[config.mk]
export PLATFORM = sky130hd
export DESIGN_NAME = blkctl_target
export DESIGN_NICKNAME = d
export VERILOG_FILES = /design/src/rtl/blkctl_pkg.sv /design/src/rtl/blkctl_decode.sv /design/src/rtl/blkctl_rsp.sv /design/src/rtl/blkctl_target.sv
export SDC_FILE = /design/constraint.sdc
export NUM_CORES = 1
export LEC_CHECK = 0
export BUFFER_PORTS_ARGS = -buffer_cell sky130_fd_sc_hd__buf_2
export CAP_MARGIN = 0
export CORE_MARGIN = 2
export CORE_UTILIZATION = 53
export DETAILED_ROUTE_END_ITERATION = 8
export GPL_TIMING_DRIVEN = 0
export HOLD_SLACK_MARGIN = 0.08
export PLACE_DENSITY = 0.81
export SYNTH_ARGS = -nofsm -noshare
export SYNTH_HDL_FRONTEND = slang
export SYNTH_HIERARCHICAL = 1
export SYNTH_SLANG_ARGS = --single-unit
[constraint.sdc]
create_clock -name clk -period 1.7 [get_ports clk]
set_input_delay 0.085 -clock clk [delete_from_list [all_inputs] [get_ports clk]]
set_output_delay 0.085 -clock clk [all_outputs]
set_load 0.02 [all_outputs]
[src/rtl/blkctl_pkg.sv]
package blkctl_pkg;

    // Register index = word offset within the 32-byte window (offset order is decoded).
    typedef enum logic [2:0] {
        SEL_BUF   = 3'd0,
        SEL_CNT   = 3'd1,
        SEL_LBA   = 3'd2,
        SEL_OP    = 3'd3,
        SEL_STAT  = 3'd4,
        SEL_IRQEN = 3'd5,
        SEL_SIZE  = 3'd6,
        SEL_BSIZE = 3'd7
    } reg_sel_e;

    localparam logic [2:0] ST_IDLE = 3'd0;
    localparam logic [2:0] ST_BUSY = 3'd1;

    localparam logic [1:0] OP_READ  = 2'd1;
    localparam logic [1:0] OP_WRITE = 2'd2;

    localparam int WORD_W   = 32;
    localparam int WIN_BITS = 5;

    function automatic logic is_terminal(input logic [2:0] s);
        return (s >= 3'd2) && (s <= 3'd5);
    endfunction

    typedef struct packed {
        logic [WORD_W-1:0] buf_addr;
        logic [WORD_W-1:0] count;
        logic [WORD_W-1:0] lba;
        logic              irq_en;
        logic              start;
        logic [1:0]        op;
    } ctl_state_t;

endpackage

[src/rtl/blkctl_decode.sv]
module blkctl_decode
    import blkctl_pkg::*;
#(
    parameter int ADDR_W = 8
) (
    input  logic [ADDR_W-1:0] addr,
    input  logic              write,
    output reg_sel_e          sel,
    output logic              err
);
    localparam int HI_W = ADDR_W - WIN_BITS;

    logic in_window;
    logic aligned;
    logic access_ok;

    generate
        if (HI_W > 0) begin : g_hi
            assign in_window = (addr[ADDR_W-1:WIN_BITS] == '0);
        end else begin : g_nohi
            assign in_window = 1'b1;
        end
    endgenerate

    assign aligned = (addr[1:0] == 2'b00);
    assign sel     = reg_sel_e'(addr[WIN_BITS-1:2]);

    always_comb begin
        unique case (sel)
            SEL_OP:                        access_ok = write;
            SEL_STAT, SEL_SIZE, SEL_BSIZE: access_ok = !write;
            default:                       access_ok = 1'b1;
        endcase
    end

    assign err = !(in_window && aligned && access_ok);

endmodule

[src/rtl/blkctl_rsp.sv]
module blkctl_rsp #(
    parameter int SRCID_W = 8,
    parameter int TRDID_W = 4,
    parameter int PKTID_W = 4,
    parameter int DATA_W  = 32
) (
    input  logic               clk,
    input  logic               rst_n,
    input  logic               in_valid,
    input  logic               in_err,
    input  logic [DATA_W-1:0]  in_rdata,
    input  logic               in_ack,
    input  logic [SRCID_W-1:0] in_srcid,
    input  logic [TRDID_W-1:0] in_trdid,
    input  logic [PKTID_W-1:0] in_pktid,
    output logic               out_valid,
    output logic               out_err,
    output logic [DATA_W-1:0]  out_rdata,
    output logic               out_ack,
    output logic [SRCID_W-1:0] out_srcid,
    output logic [TRDID_W-1:0] out_trdid,
    output logic [PKTID_W-1:0] out_pktid
);
    typedef struct packed {
        logic               valid;
        logic               err;
        logic [DATA_W-1:0]  rdata;
        logic               ack;
        logic [SRCID_W-1:0] srcid;
        logic [TRDID_W-1:0] trdid;
        logic [PKTID_W-1:0] pktid;
    } rsp_t;

    rsp_t rsp_d, rsp_q;

    always_comb begin
        rsp_d       = rsp_q;
        rsp_d.valid = in_valid;
        rsp_d.ack   = in_valid && in_ack;
        if (in_valid) begin
            rsp_d.err   = in_err;
            rsp_d.rdata = in_err ? '0 : in_rdata;
            rsp_d.srcid = in_srcid;
            rsp_d.trdid = in_trdid;
            rsp_d.pktid = in_pktid;
        end
    end

    always_ff @(posedge clk) begin
        if (!rst_n) rsp_q <= '0;
        else        rsp_q <= rsp_d;
    end

    assign out_valid = rsp_q.valid;
    assign out_err   = rsp_q.err;
    assign out_rdata = rsp_q.rdata;
    assign out_ack   = rsp_q.ack;
    assign out_srcid = rsp_q.srcid;
    assign out_trdid = rsp_q.trdid;
    assign out_pktid = rsp_q.pktid;

    assert_rsp_follows_R11: assert property (@(posedge clk) disable iff (!rst_n)
        in_valid |=> out_valid);
    assert_rsp_quiet_R11: assert property (@(posedge clk) disable iff (!rst_n)
        !in_valid |=> !out_valid && !out_ack);
    assert_rsp_echo_R11: assert property (@(posedge clk) disable iff (!rst_n)
        in_valid |=> (out_srcid == $past(in_srcid)) && (out_pktid == $past(in_pktid)));

endmodule

[src/rtl/blkctl_target.sv]
module blkctl_target
    import blkctl_pkg::*;
#(
    parameter int          ADDR_W      = 8,
    parameter int          SRCID_W     = 8,
    parameter int          TRDID_W     = 4,
    parameter int          PKTID_W     = 4,
    parameter logic [31:0] DEV_BLOCKS  = 32'd65536,
    parameter logic [31:0] BLOCK_BYTES = 32'd512
) (
    input  logic               clk,
    input  logic               rst_n,
    input  logic               req_valid,
    input  logic               req_write,
    input  logic [ADDR_W-1:0]  req_addr,
    input  logic [31:0]        req_wdata,
    input  logic [SRCID_W-1:0] req_srcid,
    input  logic [TRDID_W-1:0] req_trdid,
    input  logic [PKTID_W-1:0] req_pktid,
    output logic               rsp_valid,
    output logic               rsp_error,
    output logic [31:0]        rsp_rdata,
    output logic [SRCID_W-1:0] rsp_srcid,
    output logic [TRDID_W-1:0] rsp_trdid,
    output logic [PKTID_W-1:0] rsp_pktid,
    output logic               eng_start,
    output logic [1:0]         eng_op,
    input  logic [2:0]         eng_status,
    output logic               eng_ack,
    output logic [31:0]        cfg_buf_addr,
    output logic [31:0]        cfg_count,
    output logic [31:0]        cfg_lba,
    output logic               irq
);
    reg_sel_e   dec_sel;
    logic       dec_err;
    logic       eng_idle;
    logic       wr_ok;
    logic       rd_ok;
    logic       ack_d;
    logic [31:0] rdata_d;
    ctl_state_t st_d, st_q;

    blkctl_decode #(.ADDR_W(ADDR_W)) u_decode (
        .addr  (req_addr),
        .write (req_write),
        .sel   (dec_sel),
        .err   (dec_err)
    );

    assign eng_idle = (eng_status == ST_IDLE);
    assign wr_ok    = req_valid && req_write && !dec_err;
    assign rd_ok    = req_valid && !req_write && !dec_err;

    always_comb begin
        st_d       = st_q;
        st_d.start = 1'b0;
        if (wr_ok) begin
            unique case (dec_sel)
                SEL_BUF:   if (eng_idle) st_d.buf_addr = req_wdata;
                SEL_CNT:   if (eng_idle) st_d.count    = req_wdata;
                SEL_LBA:   if (eng_idle) st_d.lba      = req_wdata;
                SEL_OP: begin
                    if (eng_idle && (req_wdata == 32'(OP_READ) || req_wdata == 32'(OP_WRITE))) begin
                        st_d.start = 1'b1;
                        st_d.op    = req_wdata[1:0];
                    end
                end
                SEL_IRQEN: st_d.irq_en = |req_wdata;
                default: ;
            endcase
        end
    end

    always_comb begin
        unique case (dec_sel)
            SEL_BUF:   rdata_d = st_q.buf_addr;
            SEL_CNT:   rdata_d = st_q.count;
            SEL_LBA:   rdata_d = st_q.lba;
            SEL_STAT:  rdata_d = {29'd0, eng_status};
            SEL_IRQEN: rdata_d = {31'd0, st_q.irq_en};
            SEL_SIZE:  rdata_d = DEV_BLOCKS;
            SEL_BSIZE: rdata_d = BLOCK_BYTES;
            default:   rdata_d = '0;
        endcase
    end

    assign ack_d = rd_ok && (dec_sel == SEL_STAT) && is_terminal(eng_status);

    always_ff @(posedge clk) begin
        if (!rst_n) begin
            st_q        <= '0;
            st_q.irq_en <= 1'b1;
        end else begin
            st_q <= st_d;
        end
    end

    blkctl_rsp #(
        .SRCID_W (SRCID_W),
        .TRDID_W (TRDID_W),
        .PKTID_W (PKTID_W),
        .DATA_W  (32)
    ) u_rsp (
        .clk       (clk),
        .rst_n     (rst_n),
        .in_valid  (req_valid),
        .in_err    (dec_err),
        .in_rdata  (rdata_d),
        .in_ack    (ack_d),
        .in_srcid  (req_srcid),
        .in_trdid  (req_trdid),
        .in_pktid  (req_pktid),
        .out_valid (rsp_valid),
        .out_err   (rsp_error),
        .out_rdata (rsp_rdata),
        .out_ack   (eng_ack),
        .out_srcid (rsp_srcid),
        .out_trdid (rsp_trdid),
        .out_pktid (rsp_pktid)
    );

    assign eng_start    = st_q.start;
    assign eng_op       = st_q.op;
    assign cfg_buf_addr = st_q.buf_addr;
    assign cfg_count    = st_q.count;
    assign cfg_lba      = st_q.lba;
    assign irq          = st_q.irq_en && is_terminal(eng_status);

    assert_err_keeps_state_R10: assert property (@(posedge clk) disable iff (!rst_n)
        (req_valid && dec_err) |=> $stable(cfg_buf_addr) && $stable(cfg_count)
                                   && $stable(cfg_lba) && !eng_start);
    assert_start_from_idle_R4: assert property (@(posedge clk) disable iff (!rst_n)
        eng_start |-> ($past(eng_status) == ST_IDLE) && $past(req_valid));
    assert_locked_when_busy_R3: assert property (@(posedge clk) disable iff (!rst_n)
        (eng_status != ST_IDLE) |=> $stable(cfg_buf_addr) && $stable(cfg_count)
                                   && $stable(cfg_lba) && !eng_start);
    assert_ack_terminal_R6: assert property (@(posedge clk) disable iff (!rst_n)
        eng_ack |-> is_terminal($past(eng_status)) && rsp_valid && !rsp_error);
    assert_no_irq_when_busy_R7: assert property (@(posedge clk) disable iff (!rst_n)
        (eng_status == ST_BUSY) |-> !irq);
    assert_start_pulse_R4: assert property (@(posedge clk) disable iff (!rst_n)
        eng_start |=> !eng_start);

endmodule

# Word level (Yosys, flattened, before mapping)
# Cells that the tools add are included.
# totals
register_bits	151
inputBits	63
elab_cells	55
# op_classes
order_cmp	2
eq_ne	9
n_mux	4
reduce_logical	27
# ops
cell	n
$pmux 32 s7	1
$eq 32x1->1 const B	1
$eq 32x2->1 const B	1
$mux 32	1
$reduce_or 32->1	1
$reduce_and 3->1	5
$eq 3x3->1 const B	4
$logic_and 1x1->1	12
$logic_not 3->1	3
$eq 3x2->1 const B	2
$eq 3x1->1 const B	1
$ge 3x2->1 const B	1
$le 3x3->1 const B	1
$mux 3	1
$reduce_or 3->1	1
$logic_not 1->1	2
$logic_not 2->1	1
$pmux 1 s2	1
$reduce_and 2->1	1
$logic_or 1x1->1	1

# Depth between registers and ports, before layout
# logic_depth
depth_word	8
depth_mapped	9
ltp_nobuf	7

# Cells and area by module
# The synthesis kept the hierarchy.
# by_module_without_submodules
module	instances	cells_each	area_per_inst_um2	seq_area_each_um2
blkctl_target	1	597	5570.3	2001.9
blkctl_rsp	1	202	1993.2	1021.0
blkctl_decode	1	10	62.6	0.0

# Worst setup path before layout
# OpenSTA, ideal clock, no wires.
# synth_path
kind	input to register
from	in req_addr[1]
to	reg st_q, in the netlist eng_op[0]
setup_time_ns	0.072
arrival_ns	1.508
path_slack_ns	0.121
path_stages	6
path_cell_list	nor3_1 nand4_1 and4bb_2 nand3_4 nor4_4 mux2i_1
# synth_via
elab_chain_len	5
# synth_lines
element	line	rtl
from (decl)	blkctl_target.sv:15	input logic [ADDR_W-1:0] req_addr,
$logic_not 2->1	blkctl_decode.sv:25	assign aligned = (addr[1:0] == 2'b00);
$logic_and 1x1->1 (2 in series)	blkctl_decode.sv:36	assign err = !(in_window && aligned && access_ok);
$logic_and 1x1->1	blkctl_target.sv:52	assign wr_ok = req_valid && req_write && !dec_err;
$reduce_and 3->1 (no line)	n/a	
to (signal assigned)	blkctl_target.sv:95	st_q <= st_d;
to (decl)	blkctl_target.sv:42	ctl_state_t st_d, st_q;
# Every way passes these cells.
# A chain may end at the register's enable or synchronous reset.

# Worst setup path in the final report
# layout_path
from	in req_wdata[3]
to	reg st_q, in the netlist eng_op[1]
# layout_via
elab_chain_len	4
# layout_lines
element	line	rtl
from (decl)	blkctl_target.sv:16	input logic [31:0] req_wdata,
$eq 32x1->1 or $eq 32x2->1 (tied branches)	blkctl_target.sv:64	if (eng_idle && (req_wdata == 32'(OP_READ) || req_wdata == 32'(OP_WRITE))) begin
$logic_or 1x1->1 *	blkctl_target.sv:64	
$logic_and 1x1->1 *	blkctl_target.sv:64	
$reduce_and 3->1 (no line) *	n/a	
# Every way passes the cells marked *; elsewhere a longest branch is shown, timed or not.

==> results.cfg <==
[worst_setup_path]
crit_chain = dlygate4sd3_1 > buf_2 > nor4_1 > nand4_1 > buf_4 > nor4_4 > mux2i_1
endpoint_kind = flip-flop
arrival_ns = 1.98
crit_path_max_incr_delay_ns = 0.54
cp_slowest_cell = dlygate4sd3_1
cp.required_ns = 2.05
worstSetupPathType = input port to flip-flop
cp_max_fo = 4
startpoint_type = input port

[cells_and_area]
multi_input_area_um2 = 3523
final_cell_area_um2 = 10060
seq_area_um2 = 3023
nFillCells = 1121
drive_above_1_share = 0.3537
area_growth_syn_to_layout_pct = 31.93
nets = 1161
final_util = 0.7192
layout.cells.non_filler = 1291
n_antenna_cell = 0

[global_route]
grt_overflow = 0
gr-usage-all-layers = 0.2869
grt_pass1_wl_um = 32820
grt_pass1_vias = 6125
antenna_found_initial = 1
grt_max_degree = 17

[power]
clockPowerShare = 0.451
swShare = 0.2345
finalPower_w = 0.007767
p_comb_frac = 0.088
intPower_w = 0.005946
pwr-share-seq = 0.461
leakagePower_nw = 5.295
p_per_area_nw_per_um2 = 772.0
irDropWorstVdd_uv = 769.9
p_sw_w = 0.001821

[sta]
finClkSkew_ns = 0.006676
holdWs_ns = 0.1114
period_share = 0.9599
hold_viol = 0
slew_headroom = 0.5208
final-setup-viol-count = 0
fmax_ghz = 0.6128
maxSlewViolCount = 0
rsz0062_at_grt = false
post-route-min-period_ns = 1.632
worstMarginPinSlew_ns = 0.7187

[yosys]
synth_edf_count = 0
synth_top_area_frac = 0.3964
syn_avg_cell_area_um2 = 9.427
synthCells = 809
synthTopCellsByCount = 151 x dfxtp_1, 144 x mux2i_1, 117 x nor2b_1, 113 x buf_4, 64 x nor2_1
synth_cell_types = 36
synthFlopType = dfxtp_1
syn_nets = 872
yosysMostFrequentCell = dfxtp_1
synthTopCellsByArea = dfxtp_1 40%, mux2i_1 19%, buf_4 11%
synth_top_cell_by_area = dfxtp_1
ys_ff_latch = 151
ys_warn_count = 6
synth-seq-area-share = 0.3964
synth.cell_area_um2 = 7626
async_flop_share = 0

[clock_network]
htree_levels = 4
cts-root-buf = clkbuf_16
cts_buffers = 17
path_clk_slew_ns = 0.06
clock_latency_ns = 0.43
clock_path_buffers = 2
cts_tree = done
cts.sinks = 151

[placed_design]
routabilityCongestion = 0.8316
portBuffers = 212
dp_hpwl_um = 15350
placed_cell_area_um2 = 8912
dp.cells = 1201

[drt]
drt-initial-drc-count = 467
firstDrtPassIters = 5
vias = 6566
drc = 0
via_per_inst = 5.086
wl_per_cell_um = 17.15
routed_wl_um = 22140
ant_nets = 0

[run_status]
status = finished, final reports clean

[die]
ioPinCount = 214
coreArea_um2 = 13990
die_w_um = 124.0
die_area_um2 = 15360
rows = 43
die_y_um = 124.0
start_util = 0.5452

[job]
cap_violations = 0

[hold_path]
worstHoldPathType = input port to flip-flop
kinds of logic (layout without fill, tap and decap cells):
family                    count (synthesis)  after routing  share of synthesized area
and+or+nand+nor                         284            284                     0.2153
AOI/OAI and AO/OA                        70             70                    0.04774
xor gates and xnor gates                  2              2                   0.002297
DFF                                     151            151                     0.3964
muxes                                   146            146                     0.1934
buffers and inverters                   156            458                     0.1449
final cells by class:
cell class,instances,share of cell area
clock buffers,22,0.04614
repair buffers,270,0.1629
plain buffers,154,0.1093
inverters,2,0.0007462
flip-flops and latches,151,0.3005
well taps,180,0.02239
multi-input cells,502,0.3502
clock inverters,10,0.007835
final timing paths:
check,start,endpoint,slack [ns],cells after the start
worst max-delay path,req_wdata[3],eng_op[1]$_SDFFE_PN0P_,0.07,7
worst min-delay path,rst_n,eng_op[0]$_SDFFE_PN0P_,0.11,3
worst max register to register,u_rsp/out_srcid[6]$_SDFFE_PN0P_,u_rsp/out_srcid[6]$_SDFFE_PN0P_,0.45,3
worst min register to register,eng_op[1]$_SDFFE_PN0P_,eng_op[1]$_SDFFE_PN0P_,0.46,2
layout by cell type, fill, tap and decap left out, types with 19 or more instances in the layout:
master and count:
buf_2 224, dfxtp_1 151, mux2i_1 144, nor2b_1 117
buf_4 114, nor2_1 64, dlygate4sd3_1 57, nand2_1 40
nand3b_1 32, o21ai_1 31, a21oi_1 30, clkbuf_1 19
worst max-delay path: cells and delay by family:
kind	cells	cell delay (ns)
buffers and inverters	3	0.87
and+or+nand+nor	3	0.81
muxes	1	0.22
power by group through the flow:
| stage | logic, W | registers, W | clock network [W] |
|---|---|---|---|
| global route | 0.000730 | 0.00358 | 0.00369 |
| floorplan | 0.000285 | 0.00369 | 0 |
| detailed placement | 0.000563 | 0.00365 | 0 |
| global placement | 0.000558 | 0.00365 | 0 |
| finish | 0.000685 | 0.00358 | 0.00350 |
| CTS | 0.000669 | 0.00358 | 0.00354 |
per-layer routing:
metal,track usage,wire length (um)
met3,0.06273,1731
met5,0,10
met1,0.3735,9619
met2,0.4667,10270
met4,0.1096,511
flip-flops by register name, summed over array words and instances (netlist names):
signal	cells
cfg_buf_addr	32
st_q	1
u_rsp/out_valid	1
u_rsp/out_ack	1
eng_op	2
u_rsp/out_srcid	8
cfg_count	32
eng_start	1
u_rsp/out_err	1
cfg_lba	32
u_rsp/out_trdid	4
u_rsp/out_rdata	32
u_rsp/out_pktid	4
repair_timing:
item,4_1_cts,5_1_grt
setup buffers,0,1
setup endpoints to repair,0,8
hold buffers,57,0
resized for setup,0,6
endpoints found under the hold margin,118,0
metrics by stage:
step | TNS [ns] | setup slack [ns]
floorplan | 0 | 0.1207
global placement | -18.99 | -0.3322
detailed placement | -20.03 | -0.3252
CTS | 0 | 0.002152
global route | 0 | 0.01245
finish | 0 | 0.06811
(Power assumes the default switching activity.)
